<file path="src/rtl/tmr_pkg.sv">
package tmr_pkg;
  localparam int DW = 32;
  localparam int AW = 8;
  localparam int WIDX_W = AW - 2;
  // word indices (byte offset / 4)
  localparam logic [WIDX_W-1:0] W_CNT_LO = 6'd0;
  localparam logic [WIDX_W-1:0] W_CNT_HI = 6'd1;
  localparam logic [WIDX_W-1:0] W_MATCH0 = 6'd2;
  localparam logic [WIDX_W-1:0] W_STAT   = 6'd8;
  localparam logic [WIDX_W-1:0] W_IEN    = 6'd9;
  localparam logic [WIDX_W-1:0] W_WDEN   = 6'd10;
  localparam logic [WIDX_W-1:0] W_DIV    = 6'd11;
  localparam logic [WIDX_W-1:0] W_LATCH  = 6'd12;
  localparam logic [WIDX_W-1:0] W_LAT_LO = 6'd13;
  localparam logic [WIDX_W-1:0] W_LAT_HI = 6'd14;
endpackage

</file>
<file path="src/rtl/tmr_prescaler.sv">
module tmr_prescaler #(
  parameter int DIV_W = 16
) (
  input  logic             clk_i,
  input  logic             rst_ni,
  input  logic [DIV_W-1:0] div_i,
  input  logic             restart_i,
  output logic             tick_o
);
  localparam int PW = DIV_W + 1;

  logic [PW-1:0] pre_q;
  logic [PW-1:0] lim;

  // period is 2*(div+1): last phase index is 2*div+1
  assign lim    = {div_i, 1'b1};
  assign tick_o = (pre_q == lim) && !restart_i;

  always_ff @(posedge clk_i or negedge rst_ni) begin
    if (!rst_ni)              pre_q <= '0;
    else if (restart_i)       pre_q <= '0;
    else if (pre_q == lim)    pre_q <= '0;
    else                      pre_q <= pre_q + 1'b1;
  end
endmodule

</file>
<file path="src/rtl/tmr_counter.sv">
module tmr_counter #(
  parameter int HW = 32
) (
  input  logic            clk_i,
  input  logic            rst_ni,
  input  logic            tick_i,
  input  logic            wr_lo_i,
  input  logic            wr_hi_i,
  input  logic [HW-1:0]   wdata_i,
  input  logic            latch_i,
  output logic [2*HW-1:0] cnt_o,
  output logic [2*HW-1:0] lat_o
);
  localparam int CW = 2 * HW;

  logic [CW-1:0] cnt_q;
  logic [CW-1:0] lat_q;

  always_ff @(posedge clk_i or negedge rst_ni) begin
    if (!rst_ni) begin
      cnt_q <= '0;
    end else if (wr_lo_i || wr_hi_i) begin
      if (wr_lo_i) cnt_q[HW-1:0]  <= wdata_i;
      if (wr_hi_i) cnt_q[CW-1:HW] <= wdata_i;
    end else if (tick_i) begin
      cnt_q <= cnt_q + 1'b1;
    end
  end

  always_ff @(posedge clk_i or negedge rst_ni) begin
    if (!rst_ni)      lat_q <= '0;
    else if (latch_i) lat_q <= cnt_q;
  end

  assign cnt_o = cnt_q;
  assign lat_o = lat_q;
endmodule

</file>
<file path="src/rtl/tmr_match_chan.sv">
module tmr_match_chan #(
  parameter int HW = 32
) (
  input  logic          clk_i,
  input  logic          rst_ni,
  input  logic [HW-1:0] cmp_i,
  input  logic [HW-1:0] cnt_lo_i,
  input  logic          clr_i,
  output logic          hit_o,
  output logic          flag_o
);
  logic eq;
  logic eq_q;
  logic flag_q;

  assign eq    = (cnt_lo_i == cmp_i);
  // entry into equality only; eq_q resets high so reset state 0==0 is not an event
  assign hit_o = eq && !eq_q;

  always_ff @(posedge clk_i or negedge rst_ni) begin
    if (!rst_ni) begin
      eq_q   <= 1'b1;
      flag_q <= 1'b0;
    end else begin
      eq_q   <= eq;
      flag_q <= (flag_q && !clr_i) || hit_o;
    end
  end

  assign flag_o = flag_q;
endmodule

</file>
<file path="src/rtl/match_timer.sv">
module match_timer
  import tmr_pkg::*;
#(
  parameter int N_CH  = 6,   // at most 6 with this address map
  parameter int DIV_W = 16
) (
  input  logic            clk_i,
  input  logic            rst_ni,
  input  logic            we_i,
  input  logic [AW-1:0]   addr_i,
  input  logic [DW-1:0]   wdata_i,
  output logic [DW-1:0]   rdata_o,
  output logic [N_CH-1:0] irq_o,
  output logic            wdog_rst_o
);
  localparam int WD_CH = N_CH - 1;
  localparam int CW    = 2 * DW;

  logic [WIDX_W-1:0] widx;
  logic              wr_lo, wr_hi, wr_stat, wr_ien, wr_wden, wr_div;
  logic              latch_cmd;
  logic [N_CH-1:0]   wr_match;

  logic [DW-1:0]     match_q [N_CH];
  logic [N_CH-1:0]   ien_q;
  logic              wden_q;
  logic [DIV_W-1:0]  div_q;
  logic              wdog_q;

  logic              tick;
  logic              cnt_wr;
  logic [CW-1:0]     cnt;
  logic [CW-1:0]     lat;
  logic [N_CH-1:0]   hit;
  logic [N_CH-1:0]   status_q;

  assign widx      = addr_i[AW-1:2];
  assign wr_lo     = we_i && (widx == W_CNT_LO);
  assign wr_hi     = we_i && (widx == W_CNT_HI);
  assign wr_stat   = we_i && (widx == W_STAT);
  assign wr_ien    = we_i && (widx == W_IEN);
  assign wr_wden   = we_i && (widx == W_WDEN);
  assign wr_div    = we_i && (widx == W_DIV);
  assign latch_cmd = we_i && (widx == W_LATCH) && wdata_i[0];
  assign cnt_wr    = wr_lo || wr_hi;

  tmr_prescaler #(.DIV_W(DIV_W)) u_pre (
    .clk_i     (clk_i),
    .rst_ni    (rst_ni),
    .div_i     (div_q),
    .restart_i (wr_div),
    .tick_o    (tick)
  );

  tmr_counter #(.HW(DW)) u_cnt (
    .clk_i   (clk_i),
    .rst_ni  (rst_ni),
    .tick_i  (tick),
    .wr_lo_i (wr_lo),
    .wr_hi_i (wr_hi),
    .wdata_i (wdata_i),
    .latch_i (latch_cmd),
    .cnt_o   (cnt),
    .lat_o   (lat)
  );

  for (genvar n = 0; n < N_CH; n++) begin : g_ch
    assign wr_match[n] = we_i && (widx == WIDX_W'(W_MATCH0 + n));

    always_ff @(posedge clk_i or negedge rst_ni) begin
      if (!rst_ni)          match_q[n] <= '0;
      else if (wr_match[n]) match_q[n] <= wdata_i;
    end

    tmr_match_chan #(.HW(DW)) u_chan (
      .clk_i    (clk_i),
      .rst_ni   (rst_ni),
      .cmp_i    (match_q[n]),
      .cnt_lo_i (cnt[DW-1:0]),
      .clr_i    (wr_stat && wdata_i[n]),
      .hit_o    (hit[n]),
      .flag_o   (status_q[n])
    );
  end

  always_ff @(posedge clk_i or negedge rst_ni) begin
    if (!rst_ni) begin
      ien_q  <= '0;
      wden_q <= 1'b0;
      div_q  <= '0;
      wdog_q <= 1'b0;
    end else begin
      if (wr_ien)  ien_q  <= wdata_i[N_CH-1:0];
      if (wr_wden) wden_q <= wdata_i[0];
      if (wr_div)  div_q  <= wdata_i[DIV_W-1:0];
      wdog_q <= hit[WD_CH] && wden_q;
    end
  end

  assign irq_o      = status_q & ien_q;
  assign wdog_rst_o = wdog_q;

  always_comb begin
    rdata_o = '0;
    unique case (widx)
      W_CNT_LO: rdata_o = cnt[DW-1:0];
      W_CNT_HI: rdata_o = cnt[CW-1:DW];
      W_STAT:   rdata_o = DW'(status_q);
      W_IEN:    rdata_o = DW'(ien_q);
      W_WDEN:   rdata_o = DW'(wden_q);
      W_DIV:    rdata_o = DW'(div_q);
      W_LAT_LO: rdata_o = lat[DW-1:0];
      W_LAT_HI: rdata_o = lat[CW-1:DW];
      default: begin
        for (int n = 0; n < N_CH; n++)
          if (widx == WIDX_W'(W_MATCH0 + n)) rdata_o = match_q[n];
      end
    endcase
  end
endmodule

</file>
<file path="config.mk">
export PLATFORM = sky130hd
export DESIGN_NAME = match_timer
export DESIGN_NICKNAME = d
export VERILOG_FILES = /design/src/rtl/tmr_pkg.sv /design/src/rtl/tmr_prescaler.sv /design/src/rtl/tmr_counter.sv /design/src/rtl/tmr_match_chan.sv /design/src/rtl/match_timer.sv
export SDC_FILE = /design/constraint.sdc
export NUM_CORES = 1
export LEC_CHECK = 0
export BUFFER_PORTS_ARGS = -buffer_cell sky130_fd_sc_hd__buf_2
export CAP_MARGIN = 40
export CORE_MARGIN = 5
export CORE_UTILIZATION = 53
export CTS_BUF_LIST = sky130_fd_sc_hd__clkbuf_16
export CTS_CLUSTER_SIZE = 16
export DETAILED_ROUTE_END_ITERATION = 6
export MAX_ROUTING_LAYER = met4
export PLACE_DENSITY_LB_ADDON = 0.08
export RECOVER_POWER = 100
export SLEW_MARGIN = 20
export SYNTH_ARGS = -nofsm -noshare
export SYNTH_HDL_FRONTEND = slang
export SYNTH_SLANG_ARGS = --single-unit
</file>
<file path="constraint.sdc">
create_clock -name clk_i -period 3.1 [get_ports clk_i]
set_clock_uncertainty 0.15 [all_clocks]
set_input_delay 0.31 -clock clk_i [delete_from_list [all_inputs] [get_ports clk_i]]
set_output_delay 0.31 -clock clk_i [all_outputs]
set_load 0.01 [all_outputs]
</file>
==> metrics.yaml <==
drt:
  via_per_inst: 6.97
  vias: 17776
  drc: 0
  ant_nets: 0
  drtIter0Drc: 2515
  wl_per_cell_um: 32.9
  drt_first_pass_iters: 6
  wl_um: 83800
timing:
  fin_setup_tns_ns: 0
  max_freq_mhz: 330
  worst_pin_slew_ns: 1.40
  min_period_ns: 3.03
  timing.slew.headroom_pct: 6.60
  hold_viol: 0
  hold_slack_ns: 0.0201
  rsz0062_at_grt: "no"
  final_max_slew_viol_count: 0
  finalSetupViolCount: 0
  period_share_pct: 97.8
pwr:
  ir_worst_vdd_mv: 0.483
  power_density_nw_per_um2: 550
  leakagePower_nw: 10.7
setup_path:
  r2r_slack_ns: 0.07
  path_class: "flop to flop"
  cp-start-kind: "flop"
  ff2ff_path_depth: 7
  rr_endpoint: "u_cnt.cnt_o[39]$_DFFE_PN0P_"
  crit_path_end_kind: "flop"
  cp.required_ns: 3.41
  critPathMaxFanout: 7
  crit_arrival_ns: 3.34
  timing.rr.start: "u_pre.pre_q[7]$_DFF_PN0_"
clock_tree:
  h-tree-depth: 2
  cts-root-buf: "clkbuf_16"
  postCtsSetupBuffers: 0
  cts_buffer_depth: 3
  cts_buffers: 44
  cts_tree: "done"
  clock-sinks: 373
  clk_latency_ns: 0.58
  clk_pin_slew_ns: 0.06
status:
  outcome: "finished clean"
synthesis:
  postSynthCellCount: 1884
  synth_compound_area_share_pct: 13.6
  synth_xor_xnor_area_share_pct: 9.54
  synthSimpleGateAreaFrac_pct: 12.4
  synth_top_family_by_area: "multiplexers"
  ys.flop_type: "dfrtp_1"
  synth-seq-cells: 373
  syn_nets: 1929
  synth_area_um2: 20600
  ys_seq_area_share_pct: 45.4
  synth_mux_area_share_pct: 15.3
  yosysWarnings: 0
  synth.distinct_cells: 74
  avgSynthCellArea_um2: 10.9
  async_reset_ff_share_pct: 100
  synthAdderAreaFrac_pct: 0.122
  synth_edf_count: 0
min_path:
  hp-start: "wdata_i[5]"
  hold_end: "g_ch[5].u_chan.flag_o$_DFF_PN0_"
  hold-path-cell-count: 3
  min_path_type: "input pin to flop"
floorplan:
  core-area_um2: 38600
  rows: 72
  die-height_um: 207
  io_pins: 82
  initial_core_util_pct: 53.3
  fp.dieArea_um2: 42800
  die_w_um: 207
placement:
  numPortBuffers: 79
  finalWeightedCongestion: 1.02
  hpwl_um: 59900
  dp_cells: 2459
grt:
  antenna_found_initial: 3
  grt_pass1_wl_um: 122000
  grt_pass1_vias: 17364
  track_usage_pct: 40.3
  grt_start_max_net_pins: 84
  grt-ovfl-total: 0
job:
  cap_violations: 0
finish:
  fillers: 3323
  fin_util_pct: 60.9
  final_cell_mix: "dfrtp_1 (367), mux2_2 (275), xor2_1 (207)"
  nets: 2044
  final_common_cell: "dfrtp_1"
  fin_cells: 2552
  drive_gt1_share_pct: 27.4
  syn2layout_area_growth_pct: 14.2
==> worst max-delay path by stage <==
| stage | end | slack, ns | startpoint | cells past startpoint |
|---|---|---|---|---|
| final | u_cnt.cnt_o[39]$_DFFE_PN0P_ | 0.07 | u_pre.pre_q[7]$_DFF_PN0_ | 7 |
| after global routing | rdata_o[9] | 0.03 | addr_i[5] | 10 |
| after CTS | rdata_o[0] | 0.05 | div_q[0]$_DFFE_PN0N_ | 5 |
| after detailed placement | u_cnt.cnt_o[62]$_DFFE_PN0P_ | 0.15 | u_cnt.cnt_o[0]$_DFFE_PN0P_ | 7 |
| after global placement | u_cnt.cnt_o[56]$_DFFE_PN0P_ | 0.03 | div_q[5]$_DFFE_PN0N_ | 7 |
| after floorplan | rdata_o[17] | 0.55 | addr_i[5] | 7 |
==> repair_timing <==
item / 4_1_cts / 5_1_grt
hold endpoints to repair: 330 / 0
endpoints found under the setup margin: 0 / 1
resized for setup: 0 / 1
hold buffers: 11 / 0
==> cells in the mapped netlist (all sizes together) (8+ instances only) <==
cell type,instances,share of area (%)
dfrtp,367,45
mux2,276,15
xor2,207,8.8
buf,95,2.3
nand2,93,1.7
a22oi,90,3.3
clkbuf,71,1.3
nor4,69,2.3
nor2,66,1.2
nand3,56,1.4
a21oi,54,1.3
nand4,50,1.6
nor3,40,1.1
and3,30,0.91
a221oi,27,1.2
a222oi,25,1.2
o211ai,22,0.80
a31oi,20,0.61
o21ai,20,0.49
a22o,19,0.81
and2,17,0.52
xnor2,17,0.72
a2bb2oi,14,0.60
o22ai,13,0.40
a211oi,12,0.44
and4,10,0.43
o31ai,10,0.39
inv,8,0.15
or3,8,0.27
==> state kept, by name, indices dropped and copies added (netlist names) <==
signal	count
u_cnt.lat_o	64
u_cnt.cnt_o	64
g_ch.u_chan.eq_q	6
wden_q	1
match_q	192
div_q	16
wdog_rst_o	1
u_pre.pre_q	17
ien_q	6
g_ch.u_chan.flag_o	6
==> per-layer routing <==
metal | GRT usage (%) | part of all wire (%)
met4 | 21.0 | 6.3
met5 | - | 0
met2 | 59.6 | 44
met1 | 52.0 | 39
met3 | 9.23 | 11
==> power breakdown <==
part,switching [mW],internal [mW],total (mW)
clock network,2.15,2.79,4.94
registers,0.589,5.39,5.98
logic,1.18,0.812,1.99
total,3.92,8.99,12.9
==> worst max-delay path, stage by stage (launching register included) <==
cell and delay (ns):
dfrtp_1 0.44, xor2_1 0.17, nor4_1 0.29, nand2_1 0.23
buf_4 0.22, nor4_2 0.70, nor2_1 0.40, o22a_1 0.31
==> kinds of logic (layout without fill, tap and decap cells) <==
kind of cell	after synthesis	after routing
xor gates and xnor gates	224	224
AOI/OAI and AO/OA	372	372
adders and majority gates	2	2
other	0	3
DFF	373	373
muxes	278	278
buffers and inverters	174	321
and+or+nand+nor	461	461
==> per-stage QoR <==
stage	total power [mW]	area, um2	worst slack (ns)
2_1_floorplan	7.00	20600	0.551
4_1_cts	12.9	23800	0.0514
3_5_place_dp	8.00	22300	0.153
3_3_place_gp	7.94	22300	0.0340
5_1_grt	13.3	23500	0.0297
6_report	12.9	23500	0.0683
==> layout make-up <==
cell class / count / area, um2 / share of cell area, %
diodes: 3 / 7.51 / 0.0320
clock buffers: 45 / 1130 / 4.79
clock inverters: 33 / 206 / 0.879
inverters: 8 / 30.0 / 0.128
multi-input cells: 1337 / 10500 / 44.7
flip-flops and latches: 373 / 9340 / 39.8
well taps: 518 / 648 / 2.76
repair buffers: 235 / 1640 / 6.98
Note: power is estimated with default switching activity, not from simulation.
